===== src/rtl/resv_pkg.sv =====
package resv_pkg;

  typedef enum logic [2:0] {
    OP_IDLE,
    OP_LOAD,
    OP_LL,
    OP_STORE,
    OP_SC,
    OP_SC_UNC
  } op_e;

  // Reduce the request qualifiers to a single operation code.
  function automatic op_e classify(input logic v, input logic lk,
                                   input logic st, input logic un);
    if (!v) return OP_IDLE;
    if (!st) return lk ? OP_LL : OP_LOAD;
    if (!lk) return OP_STORE;
    return un ? OP_SC_UNC : OP_SC;
  endfunction

  // Two addresses share a granule when only bits below gb differ.
  function automatic logic same_granule(input logic [63:0] a,
                                        input logic [63:0] b,
                                        input int unsigned gb);
    return ((a ^ b) >> gb) == 64'd0;
  endfunction

  // Failure phase advances modulo the warning period.
  function automatic int unsigned phase_step(input int unsigned ph,
                                             input int unsigned period);
    return (ph + 1 >= period) ? 0 : ph + 1;
  endfunction

endpackage


===== src/rtl/resv_slot.sv =====
module resv_slot
  import resv_pkg::*;
#(
  parameter int ADDR_W      = 32,
  parameter int GRAN_BITS   = 4,
  parameter int WARN_PERIOD = 100000,
  localparam int PH_W       = $clog2(WARN_PERIOD + 1)
) (
  input  logic              clk,
  input  logic              rst_n,
  input  logic              sel,
  input  op_e               op,
  input  logic [ADDR_W-1:0] req_addr,
  input  logic              perform,
  output logic              flag_q,
  output logic [ADDR_W-1:0] addr_q,
  output logic              sc_pass,
  output logic              sc_fail,
  output logic              warn_hit
);

  logic [PH_W-1:0] phase_q;
  logic            gran_hit;
  logic            own_sc;

  assign gran_hit = same_granule(64'(addr_q), 64'(req_addr), GRAN_BITS);
  assign own_sc   = sel && (op == OP_SC);
  assign sc_pass  = own_sc && flag_q && gran_hit;
  assign sc_fail  = own_sc && !(flag_q && gran_hit);
  assign warn_hit = sc_fail && (phase_q == PH_W'(WARN_PERIOD - 1));

  always_ff @(posedge clk) begin
    if (!rst_n) begin
      flag_q  <= 1'b0;
      addr_q  <= '0;
      phase_q <= '0;
    end else begin
      if (sel && op == OP_LL) begin
        addr_q <= req_addr;
        flag_q <= 1'b1;
      end else if (sc_fail) begin
        flag_q <= 1'b0;
      end else if (perform && gran_hit) begin
        flag_q <= 1'b0;
      end

      if (sc_fail)
        phase_q <= PH_W'(phase_step(32'(phase_q), WARN_PERIOD));
      else if (sc_pass || (sel && op == OP_SC_UNC))
        phase_q <= '0;
    end
  end

endmodule


===== src/rtl/resv_resp.sv =====
module resv_resp
  import resv_pkg::*;
(
  input  logic clk,
  input  logic rst_n,
  input  op_e  op,
  input  logic own_flag,
  input  logic perform,
  input  logic warn_any,
  output logic store_ok,
  output logic sc_result,
  output logic warn_pulse
);

  always_ff @(posedge clk) begin
    if (!rst_n) begin
      store_ok   <= 1'b0;
      sc_result  <= 1'b0;
      warn_pulse <= 1'b0;
    end else begin
      store_ok   <= perform;
      warn_pulse <= warn_any;
      if (op == OP_SC) sc_result <= own_flag;
    end
  end

endmodule


===== src/rtl/resv_monitor.sv =====
module resv_monitor
  import resv_pkg::*;
#(
  parameter int NUM_CTX     = 4,
  parameter int ADDR_W      = 32,
  parameter int GRAN_BITS   = 4,
  parameter int WARN_PERIOD = 100000,
  localparam int CTX_W      = (NUM_CTX > 1) ? $clog2(NUM_CTX) : 1
) (
  input  logic              clk,
  input  logic              rst_n,
  input  logic              req_valid,
  input  logic [CTX_W-1:0]  req_ctx,
  input  logic [ADDR_W-1:0] req_addr,
  input  logic              req_locked,
  input  logic              req_store,
  input  logic              req_uncached,
  output logic              store_ok,
  output logic              sc_result,
  output logic              warn_pulse
);

  op_e                op;
  logic [NUM_CTX-1:0] lock_flags;
  logic [NUM_CTX-1:0] pass_vec;
  logic [NUM_CTX-1:0] fail_vec;
  logic [NUM_CTX-1:0] warn_vec;
  logic [ADDR_W-1:0]  lock_addrs [NUM_CTX];

  // Named internal events, also observed by the checker.
  logic sc_pass_any;
  logic sc_fail_any;
  logic perform;
  logic own_flag;

  assign op          = classify(req_valid, req_locked, req_store, req_uncached);
  assign sc_pass_any = |pass_vec;
  assign sc_fail_any = |fail_vec;
  assign perform     = (op == OP_STORE) || (op == OP_SC_UNC) || sc_pass_any;
  assign own_flag    = (int'(req_ctx) < NUM_CTX) ? lock_flags[req_ctx] : 1'b0;

  for (genvar i = 0; i < NUM_CTX; i++) begin : g_slot
    resv_slot #(
      .ADDR_W     (ADDR_W),
      .GRAN_BITS  (GRAN_BITS),
      .WARN_PERIOD(WARN_PERIOD)
    ) slot_i (
      .clk     (clk),
      .rst_n   (rst_n),
      .sel     (req_ctx == CTX_W'(i)),
      .op      (op),
      .req_addr(req_addr),
      .perform (perform),
      .flag_q  (lock_flags[i]),
      .addr_q  (lock_addrs[i]),
      .sc_pass (pass_vec[i]),
      .sc_fail (fail_vec[i]),
      .warn_hit(warn_vec[i])
    );
  end

  resv_resp resp_i (
    .clk       (clk),
    .rst_n     (rst_n),
    .op        (op),
    .own_flag  (own_flag),
    .perform   (perform),
    .warn_any  (|warn_vec),
    .store_ok  (store_ok),
    .sc_result (sc_result),
    .warn_pulse(warn_pulse)
  );

endmodule


===== config.mk =====
export PLATFORM = sky130hd
export DESIGN_NAME = resv_monitor
export DESIGN_NICKNAME = d
export VERILOG_FILES = /design/src/rtl/resv_pkg.sv /design/src/rtl/resv_slot.sv /design/src/rtl/resv_resp.sv /design/src/rtl/resv_monitor.sv
export SDC_FILE = /design/constraint.sdc
export NUM_CORES = 1
export LEC_CHECK = 0
export ABC_AREA = 1
export CORE_MARGIN = 1.5
export CORE_UTILIZATION = 27
export DETAILED_ROUTE_END_ITERATION = 8
export DONT_BUFFER_PORTS = 1
export GPL_ROUTABILITY_DRIVEN = 0
export GPL_TIMING_DRIVEN = 0
export SLEW_MARGIN = 20
export SYNTH_ARGS = -nofsm -noshare
export SYNTH_HDL_FRONTEND = slang
export SYNTH_SLANG_ARGS = --single-unit

===== constraint.sdc =====
create_clock -name clk -period 2.6 [get_ports clk]
set_clock_uncertainty 0.1 [all_clocks]
set_input_delay 0.52 -clock clk [delete_from_list [all_inputs] [get_ports clk]]
set_output_delay 0.52 -clock clk [all_outputs]
set_load 0.02 [all_outputs]

==> run summary <==
Synth top area share -> 0.352
Async set or reset register ratio after synthesis -> 0
Slew Viols, Final -> 0
Crit path required time -> 2.88 ns
Final Hold Fails -> 0
Clock Latency Late Sink -> 0.45 ns
RSZ-0062 raised after global routing -> no
Die extent in y -> 202 um
Remaining global-route overflow -> 0
Pin count of the biggest net entering global routing -> 21
Status -> finished clean
Largest cells by area after synthesis -> dfxtp_1, nand2_1, nor2_1, xnor2_1, o21ai_0
CTS max path bufs -> 2
Mapped cell area -> 10600 um^2
Cell Int Power -> 4.33 mW
Cts bufs inserted -> 17
Synth area leader -> dfxtp_1
# clock sinks -> 187
WP data arrival -> 2.66 ns
Worst hold path startpoint -> rst_n
Post-DR wirelength/cell -> 13.4 um
FF-to-FF End -> g_slot[1].slot_i.phase_q[7]
Startpoint Class -> input pin
Final Total Pwr -> 5.94 mW
Sw Share -> 0.272
Worst-path clk slew -> 0.08 ns
Final non-filler cell total -> 2110
Seq/Total Area, Yosys -> 0.352
Area Overhead vs Synth -> 12.8%
Hold endpoint -> g_slot[0].slot_i.phase_q[10]
FF-to-FF path depth -> 13
Worst Setup End Kind -> register
EDFF count, synth -> 0
Vias -> 9722
Htree depth -> 4
CP cell instances -> ha_1, inv_1, nor3b_2, nand3_2, nor2_2, clkbuf_1, o21ai_0, a21oi_1
Syn nets -> 1606
Vias in the first global route -> 9207
Tmin final -> 2.38 ns
1st-pass router iterations -> 7
IO Count -> 43
FF-to-FF Start -> g_slot[1].slot_i.phase_q[0]
Worst-margin pin slew -> 0.669 ns
Highest clock rate -> 420 MHz
Seq cells post-synth -> 187
Vias per cell -> 4.61
Max Cap Viol -> 0
CP Max Fanout -> 10
Global-route wire length before repair -> 46.3 mm
Warnings, synthesis -> 0
CORE AREA -> 38700 um^2
DPL Wire Length -> 20.8 mm
Yosys cell types -> 37
Die width -> 202 um
Flop pwr share -> 0.491
Drt initial violations -> 839
GRT Util Overall -> 0.141
Synth Flop Type -> dfxtp_1
Post-route ant nets -> 0
Mapped Cells -> 1557
DIE AREA -> 40600 um^2
Row cnt -> 72
Port bufs -> 0
Static Leak -> 4.46 nW
CTS tree -> built
Worst-case vdd ir drop -> 0.000437 V
CTS root buf -> clkbuf_16
Antenna violations before repair -> 1
Hold Path Stages -> 2
Part of the power in combinational logic -> 0.065
Count leader, synth -> nand2_1
CP max stage delay -> 0.48 ns
Hold crit path type -> in -> reg
# hold bufs at CTS -> 0
Pwr/cell area -> 495 nW/um^2
Clock share of power -> 0.444
Flop2flop setup slack -> 0.24 ns
Placed cell count -> 2075
FILL cells -> 4185
Ant. Diodes -> 0
Initial Util -> 0.275
Final TNS setup -> 0 ns
Post-synthesis average cell area -> 6.84 um^2
CP Class -> in -> reg
DRC Markers -> 0
Worst slew margin -> 0.554
Setup violation total in the final timing report -> 0
Routed WL -> 28.4 mm
Period Utilization, post-route -> 0.916
Nets -> 1628
Sw power -> 1.62 mW
Fraction of layout cells with a size suffix above 1 -> 0.101
Post-synth top cells -> nand2_1, nor2_1, dfxtp_1
Worst path slowest cell -> clkbuf_1
-- power groups by stage --
stage | Clock [mW] | Combinational [mW] | Sequential, mW
2_1_floorplan | 0 | 0.285 | 2.98
3_3_place_gp | 0 | 0.377 | 2.98
3_5_place_dp | 0 | 0.382 | 2.98
4_1_cts | 2.69 | 0.388 | 2.92
5_1_grt | 2.81 | 0.428 | 2.92
6_report | 2.64 | 0.387 | 2.92
-- cell usage in the layout (no fill, tap or decap), types with 6 or more instances in the layout --
cell	netlist	layout
nand2_1	311	311
nor2_1	280	274
dfxtp_1	187	183
o21ai_0	129	129
inv_1	128	128
a21oi_1	109	109
xnor2_1	107	107
nand3_1	47	44
clkbuf_1	43	40
xor2_1	35	34
nand4_1	32	32
buf_2	22	22
nor2_4	16	20
nor2_2	18	20
nand3_2	14	17
clkbuf_16	0	17
nand2_2	14	13
nor3_1	12	12
ha_1	9	9
nor4_1	7	7
clkbuf_2	3	6
-- area by class of cell --
cell class,instances,area [um^2],share of cell area
multi-input cells,1160,6100,0.508
clock buffers,17,425,0.0354
inverters,137,514,0.0429
flip-flops and latches,187,3750,0.312
well taps,518,648,0.0540
plain buffers,73,364,0.0303
repair buffers,3,22.5,0.00188
clock inverters,15,176,0.0147
-- cell families after synthesis --
| group | count (synthesis) | synth area share |
|---|---|---|
| simple gates | 767 | 0.324 |
| compound gates | 240 | 0.113 |
| buf+inv | 210 | 0.0814 |
| flops | 187 | 0.352 |
| xor+xnor | 142 | 0.117 |
| fa+ha+maj | 9 | 0.0106 |
| mux | 2 | 0.00188 |
-- worst max-delay path, delay by kind of cell --
| family | cells | cell delay, ns |
|---|---|---|
| compound gates | 2 | 0.30 |
| simple gates | 3 | 1.04 |
| fa+ha+maj | 1 | 0.25 |
| buf+inv | 2 | 0.53 |
-- per-stage QoR --
stage                     utilization  worst slack, ns  instance area, um^2  hold slack (ns)
after floorplan                     -            0.397                10600            0.358
after global placement          0.291           -0.745                11300            0.383
after detailed placement        0.291           -0.816                11300            0.391
after CTS                       0.308           0.0584                11900            0.133
after global routing            0.310          0.00443                12000            0.146
final                           0.310            0.219                12000            0.142
-- worst max-delay path by stage --
stage / start / endpoint / slack [ns] / cells past startpoint
floorplan: req_locked / g_slot[0].slot_i.phase_q[11] / 0.40 / 13
global placement: req_locked / g_slot[3].slot_i.addr_q[27] / -0.75 / 8
detailed placement: req_locked / g_slot[3].slot_i.addr_q[26] / -0.82 / 8
CTS: g_slot[2].slot_i.phase_q[0] / g_slot[2].slot_i.phase_q[7] / 0.06 / 15
global route: g_slot[2].slot_i.phase_q[0] / g_slot[2].slot_i.phase_q[7] / 0.004 / 15
finish: req_locked / g_slot[2].slot_i.addr_q[13] / 0.22 / 8
-- routing by layer --
| layer | vias to the layer above | global-route usage | wire length (um) | part of all wire |
|---|---|---|---|---|
| met5 | - | 0 | 11 | 0.00039 |
| met4 | 2 | 0.0421 | 446 | 0.016 |
| met3 | 29 | 0.0248 | 1440 | 0.051 |
| met2 | 212 | 0.237 | 13300 | 0.47 |
| met1 | 4505 | 0.183 | 13200 | 0.46 |
| li1 | 4974 | - | - | - |
-- registers in the layout (all words and copies together), names as in the netlist --
register               flops
g_slot.slot_i.addr_q     112
g_slot.slot_i.flag_q       4
g_slot.slot_i.phase_q     68
resp_i.sc_result           1
resp_i.store_ok            1
resp_i.warn_pulse          1
-- timing repair --
action | 4_1_cts | 5_1_grt
endpoints found under the setup margin | 116 | 37
buffers inserted | 0 | 3
pin swaps | 0 | 1
gates resized for setup | 12 | 13
No activity file was read; power rests on OpenSTA's default activity.
